### config.mk
export PLATFORM = sky130hd
export DESIGN_NAME = mclk_ratio_detect
export DESIGN_NICKNAME = d
export VERILOG_FILES = /design/src/rtl/mcr_pkg.sv /design/src/rtl/mcr_period_meter.sv /design/src/rtl/mcr_ratio_lock.sv /design/src/rtl/mcr_rate_enable.sv /design/src/rtl/mclk_ratio_detect.sv
export SDC_FILE = /design/constraint.sdc
export NUM_CORES = 1
export LEC_CHECK = 0
export ABC_CLOCK_PERIOD_IN_PS = 7200
export BUFFER_PORTS_ARGS = -buffer_cell sky130_fd_sc_hd__buf_2
export CELL_PAD_IN_SITES_DETAIL_PLACEMENT = 0
export CELL_PAD_IN_SITES_GLOBAL_PLACEMENT = 1
export CORE_MARGIN = 1.5
export CORE_UTILIZATION = 40
export DETAILED_ROUTE_END_ITERATION = 6
export HOLD_SLACK_MARGIN = 0.05
export PLACE_DENSITY_LB_ADDON = 0.15
export RECOVER_POWER = 100
export SETUP_SLACK_MARGIN = 0.2
export SYNTH_ARGS = -nofsm -noshare
export SYNTH_HDL_FRONTEND = slang
export SYNTH_SLANG_ARGS = --single-unit
export TNS_END_PERCENT = 50
### constraint.sdc
create_clock -name clk -period 7.2 [get_ports clk]
set_input_delay 1.08 -clock clk [delete_from_list [all_inputs] [get_ports clk]]
set_output_delay 1.08 -clock clk [all_outputs]
set_load 0.05 [all_outputs]
### src/rtl/mcr_pkg.sv
package mcr_pkg;

  typedef enum logic [1:0] {
    RATIO_256 = 2'd0,
    RATIO_384 = 2'd1,
    RATIO_512 = 2'd2,
    RATIO_768 = 2'd3
  } ratio_e;

  localparam int NUM_CLASSES = 4;

  // Nominal master cycles per frame for class k, scaled from the base rate.
  function automatic int class_nominal(input int base, input int k);
    case (k)
      0:       return base;
      1:       return base + base / 2;
      2:       return 2 * base;
      default: return 3 * base;
    endcase
  endfunction

  // Length of the repeating enable pattern for a class, minus one.
  function automatic logic [1:0] pattern_last(input ratio_e r);
    case (r)
      RATIO_256: return 2'd0;
      RATIO_384: return 2'd2;
      RATIO_512: return 2'd1;
      default:   return 2'd2;
    endcase
  endfunction

  // Whether the enable is asserted at a given phase of the pattern.
  function automatic logic pattern_hit(input ratio_e r, input logic [1:0] ph);
    case (r)
      RATIO_256: return 1'b1;
      RATIO_384: return (ph != 2'd2);
      default:   return (ph == 2'd0);
    endcase
  endfunction

endpackage

### src/rtl/mcr_period_meter.sv
module mcr_period_meter #(
  parameter int TIMEOUT = 1024,
  parameter int CNT_W   = 11
) (
  input  logic             clk,
  input  logic             rst_n,
  input  logic             clr,
  input  logic             frame_in,
  output logic             period_vld,
  output logic [CNT_W-1:0] period,
  output logic             timeout
);

  localparam logic [CNT_W-1:0] LIMIT = CNT_W'(TIMEOUT - 1);

  logic             frame_q;
  logic             seen_q;
  logic [CNT_W-1:0] cnt_q;
  logic             rise;

  assign rise       = frame_in & ~frame_q;
  assign period_vld = rise & seen_q & ~clr;
  assign period     = cnt_q + CNT_W'(1);
  assign timeout    = ~rise & (cnt_q == LIMIT) & ~clr;

  always_ff @(posedge clk or negedge rst_n) begin
    if (!rst_n) begin
      frame_q <= 1'b0;
    end else begin
      frame_q <= frame_in;
    end
  end

  always_ff @(posedge clk or negedge rst_n) begin
    if (!rst_n) begin
      seen_q <= 1'b0;
      cnt_q  <= '0;
    end else if (clr) begin
      seen_q <= 1'b0;
      cnt_q  <= '0;
    end else if (rise) begin
      seen_q <= 1'b1;
      cnt_q  <= '0;
    end else if (cnt_q == LIMIT) begin
      seen_q <= 1'b0;
    end else begin
      cnt_q  <= cnt_q + CNT_W'(1);
    end
  end

endmodule

### src/rtl/mcr_ratio_lock.sv
module mcr_ratio_lock
  import mcr_pkg::*;
#(
  parameter int CNT_W = 11,
  parameter int BASE  = 256,
  parameter int TOL   = 2
) (
  input  logic             clk,
  input  logic             rst_n,
  input  logic             clr,
  input  logic             period_vld,
  input  logic [CNT_W-1:0] period,
  input  logic             timeout,
  output logic             valid,
  output ratio_e           code
);

  logic [NUM_CLASSES-1:0] hit;
  logic                   cls_ok;
  ratio_e                 cls;
  logic                   prev_ok_q;
  ratio_e                 prev_cls_q;
  logic                   valid_q;
  ratio_e                 code_q;

  for (genvar k = 0; k < NUM_CLASSES; k++) begin : g_window
    localparam int NOM = class_nominal(BASE, k);
    localparam logic [CNT_W-1:0] LO = CNT_W'(NOM - TOL);
    localparam logic [CNT_W-1:0] HI = CNT_W'(NOM + TOL);
    assign hit[k] = (period >= LO) && (period <= HI);
  end

  always_comb begin
    cls = RATIO_256;
    for (int k = 0; k < NUM_CLASSES; k++) begin
      if (hit[k]) cls = ratio_e'(2'(k));
    end
  end

  assign cls_ok = |hit;

  always_ff @(posedge clk or negedge rst_n) begin
    if (!rst_n) begin
      prev_ok_q  <= 1'b0;
      prev_cls_q <= RATIO_256;
      valid_q    <= 1'b0;
      code_q     <= RATIO_256;
    end else if (clr) begin
      prev_ok_q  <= 1'b0;
      prev_cls_q <= RATIO_256;
      valid_q    <= 1'b0;
      code_q     <= RATIO_256;
    end else if (timeout) begin
      prev_ok_q  <= 1'b0;
      valid_q    <= 1'b0;
    end else if (period_vld) begin
      prev_ok_q  <= cls_ok;
      prev_cls_q <= cls;
      if (cls_ok && prev_ok_q && (cls == prev_cls_q)) begin
        valid_q <= 1'b1;
        code_q  <= cls;
      end else begin
        valid_q <= 1'b0;
      end
    end
  end

  assign valid = valid_q;
  assign code  = code_q;

endmodule

### src/rtl/mcr_rate_enable.sv
module mcr_rate_enable
  import mcr_pkg::*;
(
  input  logic   clk,
  input  logic   rst_n,
  input  logic   clr,
  input  logic   valid,
  input  ratio_e code,
  output logic   en
);

  logic [1:0] ph_q;

  always_ff @(posedge clk or negedge rst_n) begin
    if (!rst_n) begin
      ph_q <= 2'd0;
    end else if (clr || !valid) begin
      ph_q <= 2'd0;
    end else if (ph_q == pattern_last(code)) begin
      ph_q <= 2'd0;
    end else begin
      ph_q <= ph_q + 2'd1;
    end
  end

  assign en = valid & pattern_hit(code, ph_q);

endmodule

### src/rtl/mclk_ratio_detect.sv
module mclk_ratio_detect
  import mcr_pkg::*;
#(
  parameter int BASE    = 256,
  parameter int TOL     = 2,
  parameter int TIMEOUT = 1024
) (
  input  logic       clk,
  input  logic       rst_n,
  input  logic       pdn_n,
  input  logic       frame_in,
  output logic [1:0] ratio_code,
  output logic       en_256,
  output logic       clk_valid
);

  localparam int CNT_W = $clog2(TIMEOUT) + 1;

  logic             clr;
  logic             period_vld;
  logic [CNT_W-1:0] period;
  logic             timeout;
  logic             valid;
  ratio_e           code;

  assign clr = ~pdn_n;

  mcr_period_meter #(.TIMEOUT(TIMEOUT), .CNT_W(CNT_W)) u_meter (
    .clk        (clk),
    .rst_n      (rst_n),
    .clr        (clr),
    .frame_in   (frame_in),
    .period_vld (period_vld),
    .period     (period),
    .timeout    (timeout)
  );

  mcr_ratio_lock #(.CNT_W(CNT_W), .BASE(BASE), .TOL(TOL)) u_lock (
    .clk        (clk),
    .rst_n      (rst_n),
    .clr        (clr),
    .period_vld (period_vld),
    .period     (period),
    .timeout    (timeout),
    .valid      (valid),
    .code       (code)
  );

  mcr_rate_enable u_enable (
    .clk   (clk),
    .rst_n (rst_n),
    .clr   (clr),
    .valid (valid),
    .code  (code),
    .en    (en_256)
  );

  assign ratio_code = code;
  assign clk_valid  = valid;

endmodule

==> reports/qor.yml, run 1 <==
global_route:
  grt_max_degree: 22
  antenna_found_initial: 0
  grt-ovfl-total: 0
  grtUsageTotal_pct: 18.1
  grt_pass1_wl_mm: 5.95
  grt_pass1_vias: 1201
power:
  total_power_uw: 218
  peakVddDrop_mv: 0.123
  power_density_mw_per_mm2: 133
  leakage_nw: 0.633
sta:
  tightest_slew_ps: 1140
  rsz0062_at_grt: "no"
  tns_ps: 0
  hold_viol_final: 0
  clock_skew_ps: 4.62
  hold_ws_ps: 505
  fin_ws_ps: 4040
  timing.final.crit_share_pct: 43.9
  setup_viol: 0
  period_needed_ps: 3160
  max_freq_mhz: 316
  drv_slew: 0
  slew_headroom_pct: 23.8
clock_network:
  post-cts-setup-buffers: 0
  cts_sinks: 21
  cts.repair.resized: 0
  cts_root_buffer: "clkbuf_8"
  cts_max_level: 1
  hold_buffers: 0
  clock_latency_ps: 260
  cts_made_buffers: 3
  cts_tree: "yes"
  path_clk_slew_ps: 80
  clockBufferDepth: 2
synth:
  synth_largest_area_cell: "dfrtp_1"
  syn_area_mm2: 0.00158
  synth_edf_count: 0
  synth_top_cell_area_share_pct: 33.3
  ys_warn_count: 0
  async_reset_ff_share_pct: 100
  avgSynthCellArea_um2: 8.67
  syn_nets: 190
  yosysSeqAreaShare_pct: 33.3
  synth.area.top_cells: "dfrtp_1, a21oi_1, xnor2_1, ha_1, nor2_1"
  synth_top_flop_cell: "dfrtp_1"
  synth_cell_types: 55
  synthCells: 182
  ys_ff_latch: 21
place:
  preCtsSetupSlack_ps: 4260
  post-dp-hpwl_mm: 2.72
  gp_congestion: 0.901
  numPortBuffers: 7
  post_dp_cell_area_mm2: 0.00161
worst_setup_path:
  cp_cell_sequence: "ha_1, nand3_1, nor2_1, nand3_1, or2_0, nand2_1, o311ai_0, a31o_2, a21oi_1"
  critPathArrivalTime_ps: 3350
  startpoint_type: "register"
  path_max_fanout: 13
  crit_top_cell: "nand3_1"
  critPathKind: "reg2reg"
  crit_family: "simple AND/OR/NAND/NOR gates"
  path_buf_inv: 0
  critical_path_required_ps: 7390
  worst_setup_path_end_kind: "register"
  slowest_delay_ps: 530
  crit_slowest_cell: "dfrtp_1"
cells_and_area:
  fin_area_mm2: 0.00163
  area_delta_synth_final_pct: 3.49
  finalNetCount: 192
  nFillCells: 387
  drive_above_1_share_pct: 8.74
  antennaDiodeCount: 0
die:
  design.core.area_mm2: 0.00372
  row_count: 22
  io_pins: 8
  die_x_um: 65.8
  die_area_mm2: 0.00433
  fp.dieH_um: 65.8
  start_util_pct: 42.5
flow_run:
  drv_cap: 0
detailed_routing:
  wl_per_cell_um: 15.2
  avgViaCountPerCell: 5.94
  drtIter0Drc: 92
  first_pass_iters: 4
  drtAntennaViolNets: 0
  vias: 1372
  routed_wl_mm: 3.50
  drcViolationCount: 0
min_path:
  hold_class: "reg2reg"
outcome:
  outcome: "completed"
## state kept, by name (all words and copies together) (netlist names)
signal,count
u_meter.cnt_q,11
u_enable.ph_q,2
u_lock.code,2
u_lock.prev_cls_q,2
u_lock.prev_ok_q,1
u_lock.valid,1
u_meter.frame_q,1
u_meter.seen_q,1
## final cells by class
| class | instances | area, µm² | share of cell area (%) |
|---|---|---|---|
| sequential | 21 | 526 | 32.2 |
| inverter | 8 | 30.0 | 1.84 |
| multi-input combinational | 143 | 945 | 57.9 |
| tap | 48 | 60.1 | 3.68 |
| timing repair buffer | 7 | 26.3 | 1.61 |
| clock buffer | 3 | 41.3 | 2.53 |
| clock inverter | 1 | 5.00 | 0.307 |
## placed cells by master, fill, tap and decap left out, types with 2 or more instances in the layout
cell type,n
dfrtp_1,21
a21oi_1,20
nor2_1,13
nand2_1,11
nor3_1,9
xnor2_1,9
inv_1,8
nand3_1,8
clkbuf_1,7
o21ai_0,5
nand4_1,4
or3_1,4
ha_1,4
xor2_1,3
a31oi_1,3
nand2b_1,3
clkbuf_8,3
o311ai_0,2
nor3b_1,2
and2_1,2
a211o_1,2
or2_2,2
a21o_1,2
mux2i_1,2
nor2b_1,2
a311oi_1,2
a31o_2,2
o211ai_1,2
a211oi_1,2
## final timing paths
check / slack [ps] / endpoint / depth (start not counted) / start
worst max register to register: 4040 / u_lock.code[0]$_DFFE_PN0P_ / 9 / u_meter.cnt_q[0]$_DFFE_PN0P_
worst min register to register: 510 / u_enable.ph_q[0]$_DFF_PN0_ / 1 / u_enable.ph_q[0]$_DFF_PN0_
worst max-delay path: 4040 / u_lock.code[0]$_DFFE_PN0P_ / 9 / u_meter.cnt_q[0]$_DFFE_PN0P_
min in group asynchronous: 1020 / u_meter.seen_q$_DFFE_PN0P_ / 1 / rst_n
worst min-delay path: 510 / u_enable.ph_q[0]$_DFF_PN0_ / 1 / u_enable.ph_q[0]$_DFF_PN0_
max in group asynchronous: 5500 / u_meter.cnt_q[6]$_DFFE_PN0P_ / 1 / rst_n
## power by group
| group | internal [mW] | total, mW | switching (mW) | leakage, nW |
|---|---|---|---|---|
| Combinational | 0.00684 | 0.0188 | 0.0119 | 0.319 |
| Sequential | 0.120 | 0.123 | 0.00305 | 0.288 |
| Clock | 0.0385 | 0.0759 | 0.0374 | 0.0255 |
## cell families (layout without fill, tap and decap cells)
kind of cell	Yosys count	count (layout)	synth area share (%)
fa+ha+maj	4	4	3.17
flops	21	21	33.3
buf+inv	18	19	6.19
xor+xnor	12	12	6.66
simple gates	71	71	25.4
mux	3	3	1.98
compound gates	53	53	23.3
## per-layer routing
layer | track usage, % | wire (µm) | up-vias
li1 | - | - | 671
met1 | 29.6 | 1750 | 641
met2 | 23.7 | 1470 | 56
met3 | 2.73 | 250 | 4
met4 | 5.73 | 36 | 0
met5 | 0 | 0 | -
## synth_stat cells, types with 2 or more instances
library cell	count
xnor2_1	9
a21oi_1	20
o311ai_0	2
buf_2	3
nor2b_1	2
mux2i_1	2
xor2_1	3
ha_1	4
buf_6	3
dfrtp_1	21
or2_2	3
o21ai_0	5
o211ai_1	2
or3_1	3
nand2b_1	3
a211o_1	2
and2_1	2
a21o_1	2
nand2_1	11
nand4_1	4
inv_1	8
a311oi_1	2
clkbuf_1	3
nor3b_1	2
a31oi_1	3
a31o_2	2
nor3_1	9
nand3_1	8
nor2_1	13
## worst register-to-register path, stage by stage (launching register included)
cell,delay (ps)
dfrtp_1,530
ha_1,430
nand3_1,220
nor2_1,420
nand3_1,220
or2_0,500
nand2_1,220
o311ai_0,170
a31o_2,290
a21oi_1,100
## through the flow
step | cells | util [%]
2_1_floorplan | 182 | -
3_3_place_gp | 227 | 43.2
3_5_place_dp | 227 | 43.2
4_1_cts | 231 | 44.4
5_1_grt | 231 | 43.9
6_report | 231 | 43.9
Note: power is estimated with default switching activity, not from simulation.
==> run 2: changes to the inputs <==
--- a/config.mk
+++ b/config.mk
@@ -5,7 +5,7 @@
 export SDC_FILE = /design/constraint.sdc
 export NUM_CORES = 1
 export LEC_CHECK = 0
-export ABC_CLOCK_PERIOD_IN_PS = 7200
+export ABC_CLOCK_PERIOD_IN_PS = 2700
 export BUFFER_PORTS_ARGS = -buffer_cell sky130_fd_sc_hd__buf_2
 export CELL_PAD_IN_SITES_DETAIL_PLACEMENT = 0
 export CELL_PAD_IN_SITES_GLOBAL_PLACEMENT = 1
==> constraint.sdc (replaced) <==
create_clock -name clk -period 2.7 [get_ports clk]
set_input_delay 0.405 -clock clk [delete_from_list [all_inputs] [get_ports clk]]
set_output_delay 0.405 -clock clk [all_outputs]
set_load 0.05 [all_outputs]
==> run 2 against run 1 <==
  * Clock power rose to 2.9 times the previous value
  * Sequential power rose to 2.6 times the previous value
  * Largest cell class unchanged
  * Highest routed layer unchanged
  * Register-to-register slack worse by 3900 ps
  * Core utilization up 9.2 points
  * Global-route usage up 3.1 points
  * Critical path type unchanged
  * Worst setup slack worse by 3900 ps
==> reports/qor.yml, run 2 (synthesis gave the netlist of run 1 again) <==
clock_network:
  cts_sinks: 21  # unchanged
  cts_made_buffers: 3  # unchanged
  clock_latency_ps: 270  # about the same
  cts_root_buffer: "clkbuf_8"
  cts_tree: "yes"
  hold_buffers: 0  # unchanged
  cts_max_level: 1  # unchanged
  path_clk_slew_ps: 90  # about the same
  clockBufferDepth: 2  # unchanged
detailed_routing:
  first_pass_iters: 4  # unchanged
  wl_per_cell_um: 16.3  # +7.3%
  routed_wl_mm: 4.16  # +19%
  vias: 1470  # +7.1%
  drtAntennaViolNets: 0  # unchanged
  drcViolationCount: 0  # unchanged
  avgViaCountPerCell: 5.74  # -3.3%
  drtIter0Drc: 124  # +35%
cells_and_area:
  antennaDiodeCount: 0  # unchanged
  area_delta_synth_final_pct: 25.1
  largest_reg_flops: 11  # unchanged
  multi_input_area_mm2: 0.00109  # +15%
  layout_commonest_cell: "buf_4"
  nFillCells: 371  # -4.1%
  drive_above_1_share_pct: 31.7  # +23 points
  finalNetCount: 217  # +13%
  top_register: "u_meter.cnt_q"
  regArea_um2: 531  # +0.95%
  layout_common_cells: "buf_4, a21oi_1, dfrtp_1"
die:
  start_util_pct: 42.5  # unchanged
  row_count: 22  # unchanged
  fp.dieH_um: 65.8  # unchanged
  die_area_mm2: 0.00433  # unchanged
  io_pins: 8  # unchanged
  design.core.area_mm2: 0.00372  # unchanged
  die_x_um: 65.8  # unchanged
place:
  post-dp-hpwl_mm: 2.92  # +7.5%
  numPortBuffers: 7  # unchanged
  preCtsSetupSlack_ps: 5.62  # -4250 ps
  gp_congestion: 0.829  # -7.9%
worst_setup_path:
  startpoint_type: "register"
  critPathKind: "reg2reg"
  worst_setup_path_end_kind: "register"
  critPathArrivalTime_ps: 2670  # -680 ps
  critical_path_required_ps: 2850  # -4540 ps
  path_max_fanout: 8  # -5
global_route:
  grt_max_degree: 22  # unchanged
  grt_pass1_wl_mm: 7.03  # +18%
  grtUsageTotal_pct: 21.2  # +3.1 points
  grt_pass1_vias: 1450  # +21%
  grt-ovfl-total: 0  # unchanged
  antenna_found_initial: 0  # unchanged
min_path:
  hold_class: "in2reg"
sta:
  period_needed_ps: 2520  # -645 ps
  max_freq_mhz: 397  # +26%
  clock_skew_ps: 5.15  # +0.531 ps
  setup_viol: 0  # unchanged
  hold_ws_ps: 275  # -231 ps
  drv_slew: 0  # unchanged
  slew_headroom_pct: 22.6  # -1.2 points
  timing.final.crit_share_pct: 93.3  # +49 points
  tns_ps: 0  # unchanged
  tightest_slew_ps: 1160  # +18.4 ps
  hold_viol_final: 0  # unchanged
  fin_ws_ps: 181  # -3860 ps
  rsz0062_at_grt: "yes"
flow_run:
  drv_cap: 0  # unchanged
power:
  power_density_mw_per_mm2: 324  # +140%
  leakage_nw: 0.791  # +25%
  peakVddDrop_mv: 0.168  # +37%
outcome:
  outcome: "completed"
## run 2: stage by stage
step / area (µm²) / power, mW / utilization (%) / cells
2_1_floorplan: 1590 / 0.369 / - / 182
3_3_place_gp: 1760 / 0.396 / 47.4 / 246
3_5_place_dp: 1760 / 0.398 / 47.4 / 246
4_1_cts: 1920 / 0.636 / 51.5 / 255
5_1_grt: 1970 / 0.663 / 53.1 / 256
6_report: 1970 / 0.639 / 53.1 / 256
## run 2: path summary, 6_finish.rpt
path,start,end,slack [ps],depth (start not counted)
min in group asynchronous,rst_n,u_meter.cnt_q[9]$_DFFE_PN0P_,340,1
max in group asynchronous,rst_n,u_meter.cnt_q[3]$_DFFE_PN0P_,1590,1
hold / removal,frame_in,u_meter.frame_q$_DFF_PN0_,270,1
setup reg to reg,u_meter.cnt_q[0]$_DFFE_PN0P_,u_lock.code[0]$_DFFE_PN0P_,180,11
hold reg to reg,u_enable.ph_q[0]$_DFF_PN0_,u_enable.ph_q[0]$_DFF_PN0_,500,1
setup / recovery,u_meter.cnt_q[0]$_DFFE_PN0P_,u_lock.code[0]$_DFFE_PN0P_,180,11
## run 2: routing by layer
metal / part of all wire [%] / global-route usage, %
met1: 47 / 30.2
met2: 49 / 34.5
met5: 0 / 0
met3: 3.2 / 2.04
met4: 1.0 / 5.47
## run 2: layout make-up
| cell class | instances | share of cell area [%] |
|---|---|---|
| Clock buffer | 3 | 2.09 |
| Multi-Input combinational cell | 143 | 55.3 |
| Clock inverter | 1 | 0.254 |
| Timing Repair Buffer | 32 | 10.9 |
| Tap cell | 48 | 3.04 |
| Inverter | 8 | 1.52 |
| Sequential cell | 21 | 26.9 |
## run 2: timing repair
item                                    CTS  global route
gates resized for setup                  15            18
cloned                                    0             0
hold endpoints to repair                  0             0
endpoints found under the setup margin    5             5
setup buffers                             5             1
pin swaps                                 9             9
## run 2: worst max-delay path: stages, from the launching register on
cell      delay, ps
dfrtp_1         370
buf_4           130
ha_4            180
buf_4           120
nand4_1         160
nor2_4          190
xnor2_1         140
clkbuf_4        170
or3_4           410
and3_4          200
o211ai_1        230
a21oi_1         100
## run 2: power by group
part	switching, mW	total (mW)	internal (mW)
Clock	0.119	0.222	0.103
Combinational	0.0460	0.0914	0.0454
Sequential	0.00560	0.325	0.320
